<file path="config.mk">
export PLATFORM = sky130hd
export DESIGN_NAME = core_dbg_port
export DESIGN_NICKNAME = d
export VERILOG_FILES = /design/src/rtl/dbg_port_pkg.sv /design/src/rtl/dbg_ctrl_state.sv /design/src/rtl/dbg_inject.sv /design/src/rtl/dbg_readback.sv /design/src/rtl/core_dbg_port.sv
export SDC_FILE = /design/constraint.sdc
export NUM_CORES = 1
export LEC_CHECK = 0
export BUFFER_PORTS_ARGS = -buffer_cell sky130_fd_sc_hd__buf_2
export CAP_MARGIN = 20
export CORE_MARGIN = 2
export CORE_UTILIZATION = 30
export CTS_BUF_LIST = sky130_fd_sc_hd__clkbuf_8
export CTS_CLUSTER_DIAMETER = 30
export DETAILED_ROUTE_END_ITERATION = 7
export RECOVER_POWER = 100
export SLEW_MARGIN = 20
export SYNTH_ARGS = -nofsm -noshare
export SYNTH_HDL_FRONTEND = slang
export SYNTH_HIERARCHICAL = 1
export SYNTH_SLANG_ARGS = --single-unit
</file>
<file path="constraint.sdc">
create_clock -name clk_i -period 3 [get_ports clk_i]
set_clock_uncertainty 0.15 [all_clocks]
set_input_delay 0.3 -clock clk_i [delete_from_list [all_inputs] [get_ports clk_i]]
set_output_delay 0.3 -clock clk_i [all_outputs]
set_load 0.01 [all_outputs]
</file>
<file path="src/rtl/dbg_port_pkg.sv">
package dbg_port_pkg;
  localparam int unsigned OFF_STATUS = 0;
  localparam int unsigned OFF_SET    = 2;
  localparam int unsigned OFF_CLR    = 3;
  localparam int unsigned B_RST  = 0;
  localparam int unsigned B_HALT = 1;
  localparam int unsigned B_BUSY = 2;
  localparam int unsigned B_BRK  = 3;
  localparam int unsigned B_STEP = 4;
endpackage

</file>
<file path="src/rtl/dbg_ctrl_state.sv">
module dbg_ctrl_state (
  input  logic clk_i,
  input  logic rst_ni,
  input  logic set_rst_i,
  input  logic clr_rst_i,
  input  logic set_halt_i,
  input  logic clr_halt_i,
  input  logic step_we_i,
  input  logic step_d_i,
  input  logic retire_i,
  input  logic ebreak_i,
  output logic reset_q_o,
  output logic halt_q_o,
  output logic brk_q_o,
  output logic step_q_o
);
  logic reset_q, halt_q, brk_q, step_q;

  always_ff @(posedge clk_i or negedge rst_ni) begin
    if (!rst_ni) begin
      reset_q <= 1'b0;
      halt_q  <= 1'b0;
      brk_q   <= 1'b0;
      step_q  <= 1'b0;
    end else begin
      if (set_rst_i)      reset_q <= 1'b1;
      else if (clr_rst_i) reset_q <= 1'b0;
      // step retire re-halts even against a concurrent clear
      if (set_halt_i || (step_q && retire_i)) halt_q <= 1'b1;
      else if (clr_halt_i)                    halt_q <= 1'b0;
      if (reset_q)         brk_q <= 1'b0;
      else if (ebreak_i)   brk_q <= 1'b1;
      else if (clr_halt_i) brk_q <= 1'b0;
      if (step_we_i) step_q <= step_d_i;
    end
  end

  assign reset_q_o = reset_q;
  assign halt_q_o  = halt_q;
  assign brk_q_o   = brk_q;
  assign step_q_o  = step_q;
endmodule

</file>
<file path="src/rtl/dbg_inject.sv">
module dbg_inject #(
  parameter int unsigned DW = 8,
  parameter int unsigned NB = 4
) (
  input  logic                  clk_i,
  input  logic                  rst_ni,
  input  logic                  wr_i,
  input  logic [$clog2(NB)-1:0] sel_i,
  input  logic [DW-1:0]         wdata_i,
  input  logic                  allow_i,
  output logic                  valid_o,
  output logic [NB*DW-1:0]      instr_o
);
  localparam int unsigned SW = $clog2(NB);

  logic [NB-2:0][DW-1:0] stage_q;
  logic [NB*DW-1:0]      instr_q;
  logic                  valid_q;
  logic                  fire;

  assign fire = wr_i && (sel_i == SW'(NB-1));

  for (genvar b = 0; b < NB-1; b++) begin : g_stage
    always_ff @(posedge clk_i or negedge rst_ni) begin
      if (!rst_ni)                          stage_q[b] <= '0;
      else if (wr_i && (sel_i == SW'(b)))   stage_q[b] <= wdata_i;
    end
  end

  always_ff @(posedge clk_i or negedge rst_ni) begin
    if (!rst_ni) begin
      valid_q <= 1'b0;
      instr_q <= '0;
    end else begin
      valid_q <= fire && allow_i;
      if (fire && allow_i) instr_q <= {wdata_i, stage_q};
    end
  end

  assign valid_o = valid_q;
  assign instr_o = instr_q;
endmodule

</file>
<file path="src/rtl/dbg_readback.sv">
module dbg_readback #(
  parameter int unsigned W = 32
) (
  input  logic         clk_i,
  input  logic         rst_ni,
  input  logic         wb_valid_i,
  input  logic [W-1:0] wb_data_i,
  output logic [W-1:0] value_o
);
  logic [W-1:0] value_q;

  always_ff @(posedge clk_i or negedge rst_ni) begin
    if (!rst_ni)         value_q <= '0;
    else if (wb_valid_i) value_q <= wb_data_i;
  end

  assign value_o = value_q;
endmodule

</file>
<file path="src/rtl/core_dbg_port.sv">
module core_dbg_port #(
  parameter int unsigned DW = 8,
  parameter int unsigned IW = 32,
  localparam int unsigned NB  = IW / DW,
  localparam int unsigned BSW = $clog2(NB),
  localparam int unsigned AW  = BSW + 1
) (
  input  logic          clk_i,
  input  logic          rst_ni,
  input  logic          host_wr_i,
  input  logic [AW-1:0] host_addr_i,
  input  logic [DW-1:0] host_wdata_i,
  output logic [DW-1:0] host_rdata_o,
  output logic          reset_o,
  output logic          halt_o,
  output logic          inject_valid_o,
  output logic [IW-1:0] inject_instr_o,
  input  logic          inject_busy_i,
  input  logic          retire_i,
  input  logic          ebreak_i,
  input  logic          wb_valid_i,
  input  logic [IW-1:0] wb_data_i
);
  import dbg_port_pkg::*;

  logic wr_status, wr_set, wr_clr, wr_instr;
  logic reset_q, halt_q, brk_q, step_q;
  logic [NB-1:0][DW-1:0] rb_bytes;
  logic [IW-1:0] rb_value;

  assign wr_status = host_wr_i && (host_addr_i == AW'(OFF_STATUS));
  assign wr_set    = host_wr_i && (host_addr_i == AW'(OFF_SET));
  assign wr_clr    = host_wr_i && (host_addr_i == AW'(OFF_CLR));
  assign wr_instr  = host_wr_i && host_addr_i[AW-1];

  dbg_ctrl_state u_state (
    .clk_i      (clk_i),
    .rst_ni     (rst_ni),
    .set_rst_i  (wr_set && host_wdata_i[0]),
    .clr_rst_i  (wr_clr && host_wdata_i[0]),
    .set_halt_i (wr_set && host_wdata_i[1]),
    .clr_halt_i (wr_clr && host_wdata_i[1]),
    .step_we_i  (wr_status),
    .step_d_i   (host_wdata_i[B_STEP]),
    .retire_i   (retire_i),
    .ebreak_i   (ebreak_i),
    .reset_q_o  (reset_q),
    .halt_q_o   (halt_q),
    .brk_q_o    (brk_q),
    .step_q_o   (step_q)
  );

  assign reset_o = reset_q;
  assign halt_o  = halt_q | brk_q;

  dbg_inject #(.DW(DW), .NB(NB)) u_inject (
    .clk_i   (clk_i),
    .rst_ni  (rst_ni),
    .wr_i    (wr_instr),
    .sel_i   (host_addr_i[BSW-1:0]),
    .wdata_i (host_wdata_i),
    .allow_i (halt_o && !inject_busy_i),
    .valid_o (inject_valid_o),
    .instr_o (inject_instr_o)
  );

  dbg_readback #(.W(IW)) u_readback (
    .clk_i      (clk_i),
    .rst_ni     (rst_ni),
    .wb_valid_i (wb_valid_i),
    .wb_data_i  (wb_data_i),
    .value_o    (rb_value)
  );

  assign rb_bytes = rb_value;

  always_comb begin
    host_rdata_o = '0;
    if (host_addr_i[AW-1]) begin
      host_rdata_o = rb_bytes[host_addr_i[BSW-1:0]];
    end else if (host_addr_i == AW'(OFF_STATUS)) begin
      host_rdata_o[B_RST]  = reset_q;
      host_rdata_o[B_HALT] = halt_q;
      host_rdata_o[B_BUSY] = inject_busy_i;
      host_rdata_o[B_BRK]  = brk_q;
      host_rdata_o[B_STEP] = step_q;
    end
  end
endmodule

</file>
## Yosys cells after proc, flatten, opt, wreduce, memory -nomap -nowiden

Cells that the tools add are included.
Widths: inputs -> output; s select.

- Logic and storage cells: 50
- Bits in registers: 93
- Bits of input ports: 50

- Equality and inequality tests: 5
- Bitwise operators: 1
- Multiplexer cells: 11
- Reductions and logical operators: 22
- Order comparisons: 1

Operator list:

| kind | count |
|---|---|
| $bmux 8 s2 | 1 |
| $logic_and 1x1->1 | 15 |
| $mux 5 | 2 |
| $mux 8 | 1 |
| $eq 3x2->1 const B | 2 |
| $mux 1 | 6 |
| $eq 2x2->1 const B | 2 |
| $reduce_bool 2->1 | 2 |
| $logic_not 3->1 | 1 |
| $lt 2x3->1 const B | 1 |
| $mux 3 | 1 |
| $reduce_bool 3->1 | 1 |
| $eq 2x1->1 const B | 1 |
| $logic_not 2->1 | 1 |
| $logic_not 1->1 | 1 |
| $logic_or 1x1->1 | 1 |
| $or 1x1->1 | 1 |

## Logic depth before layout (Yosys ltp)

Gate-level depths: netlist of the first run.

- Word-level depth: 6
- Depth in mapped cells: 6
- Gate-level depth less buffers: 4

## Modules after synthesis

Netlist of the first run, hierarchy kept.

By module, submodules not included:

| module | cells an instance | times used | seq. area each (µm²) | area each (µm²) |
|---|---|---|---|---|
| dbg_inject | 121 | 1 | 1,426.4 | 2,265.9 |
| dbg_readback | 68 | 1 | 800.8 | 1,345.0 |
| core_dbg_port | 44 | 1 | 0.0 | 365.4 |
| dbg_ctrl_state | 12 | 1 | 100.1 | 151.4 |

## Worst setup path before layout of the first run

OpenSTA, ideal clock, no wires.

- Kind: in2reg
- Start: in host_addr_i[2]
- End: reg u_inject/stage_q[0] in the netlist's numbering
- Setup slack: 1.172 ns
- Data arrival time: 1.554 ns
- Buffers on the path: 1
- Setup time: 0.125 ns
- Cell stages on the path: 4
- Cells stage by stage: clkbuf_1 -> and2_1 -> nor3b_4 -> mux2_2

- Cells in the longest elaborated chain, start to end: 2

Ends and longest elaborated chain:

| item | line | RTL |
|---|---|---|
| from (decl) | core_dbg_port.sv:11 | `input logic [AW-1:0] host_addr_i,` |
| $logic_and 1x1->1 | core_dbg_port.sv:34 | `assign wr_instr = host_wr_i && host_addr_i[AW-1];` |
| named net wr_instr | core_dbg_port.sv:26 | `logic wr_status, wr_set, wr_clr, wr_instr;` |
| $logic_and 1x1->1 | dbg_inject.sv:26 | `else if (wr_i && (sel_i == SW'(b))) stage_q[b] <= wdata_i;` |
| to (signal, indexed assignment) | dbg_inject.sv:26 |  |
| to (decl) | dbg_inject.sv:16 | `logic [NB-2:0][DW-1:0] stage_q;` |

The timed path passes the listed nets, and every way through them passes these cells.
A chain may end at the register's enable or synchronous reset.

==> results.yml, run 1 <==
detailed_routing:
  drc_errors: 0
  wire_per_inst_um: 15.2
  vias_per_cell: 4.41
  wirelength_um: 8180
  drt_iter0_drc: 46
  via_count: 2370
  first_pass_iters: 4
  ant_nets: 0
critical_path:
  r2r-start: "u_state/halt_q_o"
  critPathRequiredTime_ps: 3190
  r2r_setup_slack_ps: 880
  cp-endpoint: "u_readback/value_o[1]"
  cp.arrival_ps: 2490
  cp-end-kind: "async pin"
  path_max_fanout: 77
  startpoint: "rst_ni"
  r2r_cells: 4
  critPathKind: "input pin to async pin"
  reg2reg_to: "u_inject/instr_o[24]"
  critPathLaunchType: "input pin"
clock_tree:
  post-cts-setup-buffers: 0
  cts_root_buffer: "clkbuf_8"
  clk_latency_ps: 360
  ctsResizeCount: 0
  cts_tree: "built"
  cts_buffer_depth: 2
  cts.clk_slew.worst_paths_ps: 80
  numCtsBuffers: 9
  htreeDepth: 3
  cts_sinks: 93
  ctsHoldBuffers: 12
synth:
  ys_ff_latch: 93
  synth_xor_area_frac: 0
  syn_area_mm2: 0.00413
  synth_nets: 295
  synth_compound_area_frac: 0.0188
  synth_top_family_by_area: "multiplexers"
  synth_cells: 245
  yosys.area_share.simple: 0.0430
  ys_seq_area_frac: 0.564
  synth_fa_ha_area_frac: 0
  muxShareOfSynthArea: 0.338
  synth_cell_type_count: 28
  avgSynthCellArea_um2: 16.8
  synth_warnings: 6
placement:
  place_congestion: 0.750
  pre_cts_slack_ps: 607
  dp.cells: 504
  dp_hpwl_um: 5590
  port_buffers: 92
global_routing:
  grt_use_total: 0.118
  antenna_found_initial: 1
  grt-ovfl-total: 0
  grt_pass1_vias: 2507
  grt_pass1_wl_um: 13000
  grt_max_degree: 78
power_and_ir_drop:
  combinationalPowerShare: 0.200
  pwr-share-clk: 0.247
  cell_internal_pwr_mw: 2.12
  powerDensity_mw_per_mm2: 635
  p_leak_nw: 2.13
  sw_frac_of_total: 0.295
  p_total_mw: 3.02
  ir_drop_mv: 0.311
  p_sw_uw: 891
  power_frac_seq: 0.553
timing:
  tightest_slew_ps: 1770
  finalSetupTns_ps: 0
  finalCriticalPeriod_ps: 2300
  grt_setup_unrepaired: "no"
  max_freq_mhz: 435
  hold_viol_final: 0
  final-max-slew-violation-count: 33
  setup_ws_ps: 703
  timing.final.crit_share: 0.766
  setup-violations-final: 0
  relSlewSlack: -0.178
cells_and_area:
  diodes: 0
  layout_commonest_cell: "dfrtp_1"
  instances_no_fill: 538
  layout_common_cells: "dfrtp_1 (93), mux2_1 (58), buf_2 (48)"
  area_growth_syn_to_layout_pct: 15.0
  fin_util: 0.356
  finalNetCount: 407
  drive_gt1_frac: 0.282
min_path:
  hp-class: "input pin to flop"
die:
  start_util: 0.309
  die_y_um: 121
  die_w_um: 121
  coreArea_mm2: 0.0133
  design.die.area_mm2: 0.0147
  row_count: 42
  ioPinCount: 93
run:
  maxCapViolations: 1
run_status:
  outcome: "complete, but fails checks"
  violations: "max-capacitance violations, max-slew violations"
-- Yosys cell counts, drive strengths merged --
cell type | number | area share
a21o | 4 | 0.0073
a21oi | 1 | 0.0012
a221o | 1 | 0.0024
a2bb2oi | 1 | 0.0021
and2 | 5 | 0.0076
buf | 10 | 0.032
clkbuf | 1 | 0.00091
dfrtp | 93 | 0.56
inv | 4 | 0.0036
mux2 | 89 | 0.30
mux2i | 8 | 0.019
mux4 | 4 | 0.022
nand2 | 4 | 0.0036
nand2b | 3 | 0.0045
nand3 | 2 | 0.0024
nand3b | 2 | 0.0055
nand4 | 1 | 0.0052
nor2 | 2 | 0.0018
nor2b | 1 | 0.0015
nor3 | 3 | 0.0049
nor3b | 1 | 0.0045
o21ai | 1 | 0.0012
o22ai | 3 | 0.0045
or2 | 1 | 0.0015
-- power by group through the flow --
stage | sequential, mW | clock (mW) | combinational, mW
global placement | 1.69 | 0 | 0.769
detailed placement | 1.70 | 0 | 0.783
floorplan | 1.74 | 0 | 0.436
CTS | 1.68 | 0.789 | 0.798
finish | 1.67 | 0.745 | 0.602
global route | 1.70 | 0.845 | 0.665
-- metrics by stage --
step / hold WS [ps] / cell area [µm²]
global route: -9.52 / 4750
floorplan: -146 / 4130
finish: 12.8 / 4750
detailed placement: 25.7 / 4700
CTS: 1.11 / 5000
global placement: 24.0 / 4700
-- state kept, by name, summed over array words and instances, names as in the netlist --
register / count
u_inject/stage_q: 24
u_readback/value_o: 32
u_state/halt_q_o: 1
u_inject/valid_o: 1
u_state/step_q_o: 1
u_state/brk_q_o: 1
u_state/reset_q_o: 1
u_inject/instr_o: 32
-- worst max-delay path, cell delays in order --
cell	delay, ps
dlygate4sd3_1	520
clkbuf_1	630
clkbuf_4	990
-- per-layer routing --
metal,part of all wire,GRT usage
met5,0,0
met4,0.010,0.0323
met3,0.072,0.0437
met2,0.45,0.183
met1,0.46,0.154
-- final cells by class --
class | count | area (µm²)
fill | 1388 | 8600
sequential | 93 | 2330
multi-input combinational | 137 | 1410
timing repair buffer | 112 | 597
tap | 176 | 220
clock buffer | 9 | 124
clock inverter | 7 | 52.6
inverter | 4 | 15.0
-- logic make-up (layout without fill, tap and decap cells) --
kind of cell | count (synthesis) | in the layout
AOI/OAI and AO/OA | 11 | 11
and+or+nand+nor | 25 | 25
DFF | 93 | 93
buffers and inverters | 15 | 132
muxes | 101 | 101
-- worst min-delay path by stage --
stage,to,depth (start not counted),slack (ps),startpoint
after CTS,u_readback/value_o[18],2,1,wb_data_i[18]
after detailed placement,u_inject/instr_o[30],1,30,rst_ni
after global placement,u_inject/instr_o[21],1,20,rst_ni
after global routing,u_readback/value_o[7],2,-10,wb_data_i[7]
after floorplan,u_inject/instr_o[0],0,-150,rst_ni
final,u_readback/value_o[17],2,10,wb_data_i[17]
(Power assumes the default switching activity.)
==> run 2: changes to the inputs <==
==> constraint.sdc (replaced) <==
create_clock -name clk_i -period 2.4 [get_ports clk_i]
set_clock_uncertainty 0.15 [all_clocks]
set_input_delay 0.24 -clock clk_i [delete_from_list [all_inputs] [get_ports clk_i]]
set_output_delay 0.24 -clock clk_i [all_outputs]
set_load 0.01 [all_outputs]
==> results.yml, run 2 (synthesis gave the netlist of run 1 again) <==
detailed_routing:
  via_count: 2453
  wl_met3_um: 624
  drt_iter0_drc: 87
  wire_per_inst_um: 15.2
  drc_errors: 0
  ant_nets: 0
  met1_length_um: 4070
  vias_per_cell: 4.37
  wirelength_um: 8520
  first_pass_iters: 4
  dr_wl_met2_um: 3770
  top_layer: "met4"
power_and_ir_drop:
  ir_drop_mv: 0.496
  power_frac_seq: 0.506
  p_leak_nw: 2.29
  combinationalPowerShare: 0.190
  cell_internal_pwr_mw: 3.00
  pwr-share-clk: 0.304
  sw_frac_of_total: 0.273
  p_sw_mw: 1.13
  powerDensity_mw_per_mm2: 815
cells_and_area:
  multiInputGateArea_mm2: 0.00143
  layout_commonest_cell: "dfrtp_1"
  regArea_mm2: 0.00233
  diodes: 0
  fillers: 1363
  drive_gt1_frac: 0.286
  instances_no_fill: 561
  area_growth_syn_to_layout_pct: 22.8
  layout_common_cells: "dfrtp_1 (93), mux2_1 (54), buf_2 (47)"
  finalNetCount: 430
critical_path:
  critical_path_depth: 6
  critPathRequiredTime_ps: 2010
  cp-end-kind: "output pin"
  r2r_cells: 5
  startpoint: "host_addr_i[2]"
  critPathTopFamily: "simple AND/OR/NAND/NOR gates"
  max_stage_delay_ps: 630
  cp-endpoint: "host_rdata_o[1]"
  critPathKind: "input pin to output pin"
  r2r-start: "u_state/brk_q_o"
  path_max_fanout: 10
  reg2reg_to: "u_inject/instr_o[29]"
  slowest_stage: "nor3_1"
  r2r_setup_slack_ps: 560
  cp_num_buf_inv: 3
  path_cells: "buf_2 -> buf_4 -> nor3_1 -> a2bb2oi_1 -> o21ai_0 -> clkbuf_1"
  critPathLaunchType: "input pin"
  cp.arrival_ps: 1590
clock_tree:
  numCtsBuffers: 9
  htreeDepth: 3
  cts.clk_slew.worst_paths_ps: 90
  cts_sinks: 93
  cts_root_buffer: "clkbuf_8"
  cts_buffer_depth: 2
  post-cts-setup-buffers: 0
  cts_tree: "built"
  clk_latency_ps: 360
global_routing:
  grt_pass1_vias: 2651
  antenna_found_initial: 0
  grt_use_total: 0.122
  grt-ovfl-total: 0
  grt_pass1_wl_um: 13700
  grt_max_degree: 67
placement:
  dp.cells: 507
  dp_hpwl_um: 5670
  port_buffers: 92
  place_congestion: 0.782
  pre_cts_slack_ps: 517
timing:
  setup-violations-final: 0
  grt_setup_unrepaired: "no"
  relSlewSlack: 0.329
  finalCriticalPeriod_ps: 1980
  max_freq_mhz: 506
  setup_ws_ps: 425
  hold_viol_final: 0
  finalSetupTns_ps: 0
  final-max-slew-violation-count: 0
  timing.final.crit_share: 0.823
  tightest_slew_ps: 1010
die:
  ioPinCount: 93
  die_y_um: 121
  row_count: 42
  die_w_um: 121
  coreArea_mm2: 0.0133
  start_util: 0.309
  design.die.area_mm2: 0.0147
run:
  maxCapViolations: 0
min_path:
  hp-class: "input pin to flop"
run_status:
  outcome: "finished clean"
[run 2: cell types whose count changed in the layout (fill, tap and decap cells not counted), sizes merged]
cell | before | now
buf | 48 | 50
dlygate4sd3 | 18 | 38
clkinvlp | 3 | 0
clkinv | 2 | 3
clkbuf | 55 | 56
inv | 6 | 5
bufinv | 0 | 3
[run 2: what timing repair did]
| item | CTS | global route |
|---|---|---|
| hold buffers | 38 | 0 |
| endpoints found under the hold margin | 70 | 0 |
| gates resized for setup | 0 | 0 |
| setup endpoints to repair | 0 | 0 |
[run 2: per-layer routing]
metal	vias up	GRT usage
met3	7	0.0493
met2	90	0.189
met5	-	0
met4	0	0.0259
li1	1140	-
met1	1216	0.161
[run 2: power by group through the flow]
stage          combinational [mW]  clock [mW]  sequential, mW
2_1_floorplan               0.546           0            2.17
3_3_place_gp                0.961           0            2.12
3_5_place_dp                0.976           0            2.13
4_1_cts                      1.03        1.31            2.10
5_1_grt                     0.869        1.38            2.13
6_report                    0.787        1.26            2.09
[run 2: per-stage QoR]
| stage | util | area (µm²) | power (mW) | hold slack [ps] |
|---|---|---|---|---|
| floorplan | - | 4130 | 2.72 | -206 |
| global placement | 0.355 | 4740 | 3.08 | 38.5 |
| global route | 0.380 | 5070 | 4.38 | -2.33 |
| detailed placement | 0.355 | 4740 | 3.11 | 45.6 |
| finish | 0.380 | 5070 | 4.13 | 17.4 |
| CTS | 0.402 | 5360 | 4.43 | 1.92 |
[run 2: area by class of cell]
| type | instances | share of cell area |
|---|---|---|
| well taps | 176 | 0.0435 |
| inverters | 4 | 0.00296 |
| clock inverters | 7 | 0.0240 |
| flip-flops and latches | 93 | 0.459 |
| clock buffers | 9 | 0.0244 |
| repair buffers | 135 | 0.164 |
| multi-input cells | 137 | 0.282 |
[run 2: worst min path at each step]
stage / start / to / slack, ps / depth (start not counted)
floorplan: rst_ni / u_inject/instr_o[0] / -210 / 0
global placement: rst_ni / u_inject/stage_q[23] / 40 / 1
detailed placement: rst_ni / u_inject/stage_q[23] / 50 / 1
CTS: host_wdata_i[5] / u_inject/stage_q[13] / 2 / 2
global route: host_wdata_i[1] / u_inject/instr_o[25] / -2 / 2
finish: host_wdata_i[1] / u_inject/instr_o[25] / 20 / 2
==> run 3: changes to the inputs <==
==> constraint.sdc (replaced) <==
create_clock -name clk_i -period 2 [get_ports clk_i]
set_clock_uncertainty 0.15 [all_clocks]
set_input_delay 0.2 -clock clk_i [delete_from_list [all_inputs] [get_ports clk_i]]
set_output_delay 0.2 -clock clk_i [all_outputs]
set_load 0.01 [all_outputs]
==> results.yml, run 3 (synthesis gave the netlist of run 1 again) <==
die:
  design.die.area_mm2: 0.0147
  coreArea_mm2: 0.0133
  row_count: 42
  ioPinCount: 93
  die_w_um: 121
  start_util: 0.309
  die_y_um: 121
detailed_routing:
  drt_iter0_drc: 81
  wire_per_inst_um: 15.3
  ant_nets: 0
  wirelength_um: 8710
  via_count: 2498
  vias_per_cell: 4.39
  first_pass_iters: 3
  drc_errors: 0
run:
  maxCapViolations: 0
power_and_ir_drop:
  ir_drop_mv: 0.588
  combinationalPowerShare: 0.189
  p_leak_nw: 2.33
  powerDensity_mw_per_mm2: 987
  power_frac_seq: 0.495
  pwr-share-clk: 0.316
  p_sw_mw: 1.35
  sw_frac_of_total: 0.266
  cell_internal_pwr_mw: 3.74
critical_path:
  reg2reg_to: "u_inject/instr_o[21]"
  r2r-start: "u_state/brk_q_o"
  cp-end-kind: "output pin"
  critPathLaunchType: "flop"
  critPathKind: "flop to output pin"
  r2r_cells: 5
  critPathRequiredTime_ps: 1650
  cp.arrival_ps: 1520
  r2r_setup_slack_ps: 130
  path_max_fanout: 2
timing:
  timing.final.crit_share: 0.937
  finalSetupTns_ps: 0
  final-max-slew-violation-count: 0
  max_freq_mhz: 534
  setup-violations-final: 0
  finalCriticalPeriod_ps: 1870
  hold_viol_final: 0
  whs_ps: 87.4
  relSlewSlack: 0.255
  grt_setup_unrepaired: "no"
  tightest_slew_ps: 1120
clock_tree:
  cts.clk_slew.worst_paths_ps: 90
  cts_buffer_depth: 2
  clk_latency_ps: 360
  ctsResizeCount: 0
  numCtsBuffers: 9
  post-cts-setup-buffers: 0
  htreeDepth: 3
  cts_tree: "built"
  cts_root_buffer: "clkbuf_8"
  cts_sinks: 93
cells_and_area:
  layout_commonest_cell: "dfrtp_1"
  area_growth_syn_to_layout_pct: 25.0
  fin_util: 0.387
  fillers: 1345
  drive_gt1_frac: 0.280
  layout_common_cells: "dfrtp_1 (93), mux2_1 (55), buf_2 (47)"
  instances_no_fill: 569
  diodes: 0
  finalNetCount: 438
placement:
  dp.cells: 510
  dp_hpwl_um: 5990
  port_buffers: 92
  place_congestion: 0.738
min_path:
  hp-class: "input pin to flop"
  hold_depth: 3
  hp-start: "host_wr_i"
  holdPathEnd: "u_state/step_q_o"
global_routing:
  grt_pass1_vias: 2703
  grt_pass1_wl_um: 14200
  grt_max_degree: 45
  antenna_found_initial: 1
  grt-ovfl-total: 0
  grt_use_total: 0.126
run_status:
  outcome: "finished clean"
==> run 3: changes by cell type in the layout (fill, tap and decap cells not counted), moves of 2 or more <==
cell and change:
clkinvlp_4 +2, clkbuf_2 +2, dlygate4sd3_1 +5, buf_12 +2, clkinv_4 -2
==> run 3: cell type report <==
cell class                 count  area, µm²  area share
sequential                    93       2330       0.451
multi-input combinational    137       1400       0.272
clock inverter                 7        139      0.0269
clock buffer                   9        124      0.0240
inverter                       4       15.0     0.00291
timing repair buffer         143        932       0.181
tap                          176        220      0.0427
==> run 3: per-layer routing <==
metal / vias to the layer above / routed length (µm) / track usage
met3: 12 / 558 / 0.0432
met1: 1238 / 4160 / 0.166
li1: 1163 / - / -
met2: 83 / 3880 / 0.198
met5: - / 11 / 0
met4: 2 / 96 / 0.0323
==> run 3: critical path, cell delays in order (launching register included) <==
cell	delay, ps
dfrtp_1	380
mux4_2	460
and2_0	170
buf_2	140
==> run 3: what timing repair did <==
item,CTS,global route
hold buffers,43,0
hold endpoints to repair,109,0
endpoints found under the setup margin,0,0
==> run 3: how the worst max path moves through the flow <==
stage | startpoint | to | cells after the start
after floorplan | u_state/brk_q_o | u_inject/instr_o[0] | 5
after global placement | host_addr_i[0] | host_rdata_o[6] | 4
after detailed placement | u_state/brk_q_o | u_inject/instr_o[29] | 5
after CTS | u_readback/value_o[30] | host_rdata_o[6] | 3
after global routing | u_readback/value_o[6] | host_rdata_o[6] | 3
final | u_readback/value_o[29] | host_rdata_o[5] | 3
==> run 3: stage by stage <==
stage	cell area (µm²)	setup slack (ps)	power, mW
global placement	4780	229	3.71
finish	5160	127	5.09
floorplan	4130	263	3.26
detailed placement	4780	201	3.75
global route	5160	33.3	5.39
CTS	5480	94.5	5.45
==> run 3: power by group through the flow <==
stage               logic, mW  clock network [mW]  registers, mW
floorplan               0.655                   0           2.60
global placement         1.16                   0           2.55
detailed placement       1.18                   0           2.57
CTS                      1.25                1.67           2.53
global route             1.07                1.75           2.58
finish                  0.964                1.61           2.52
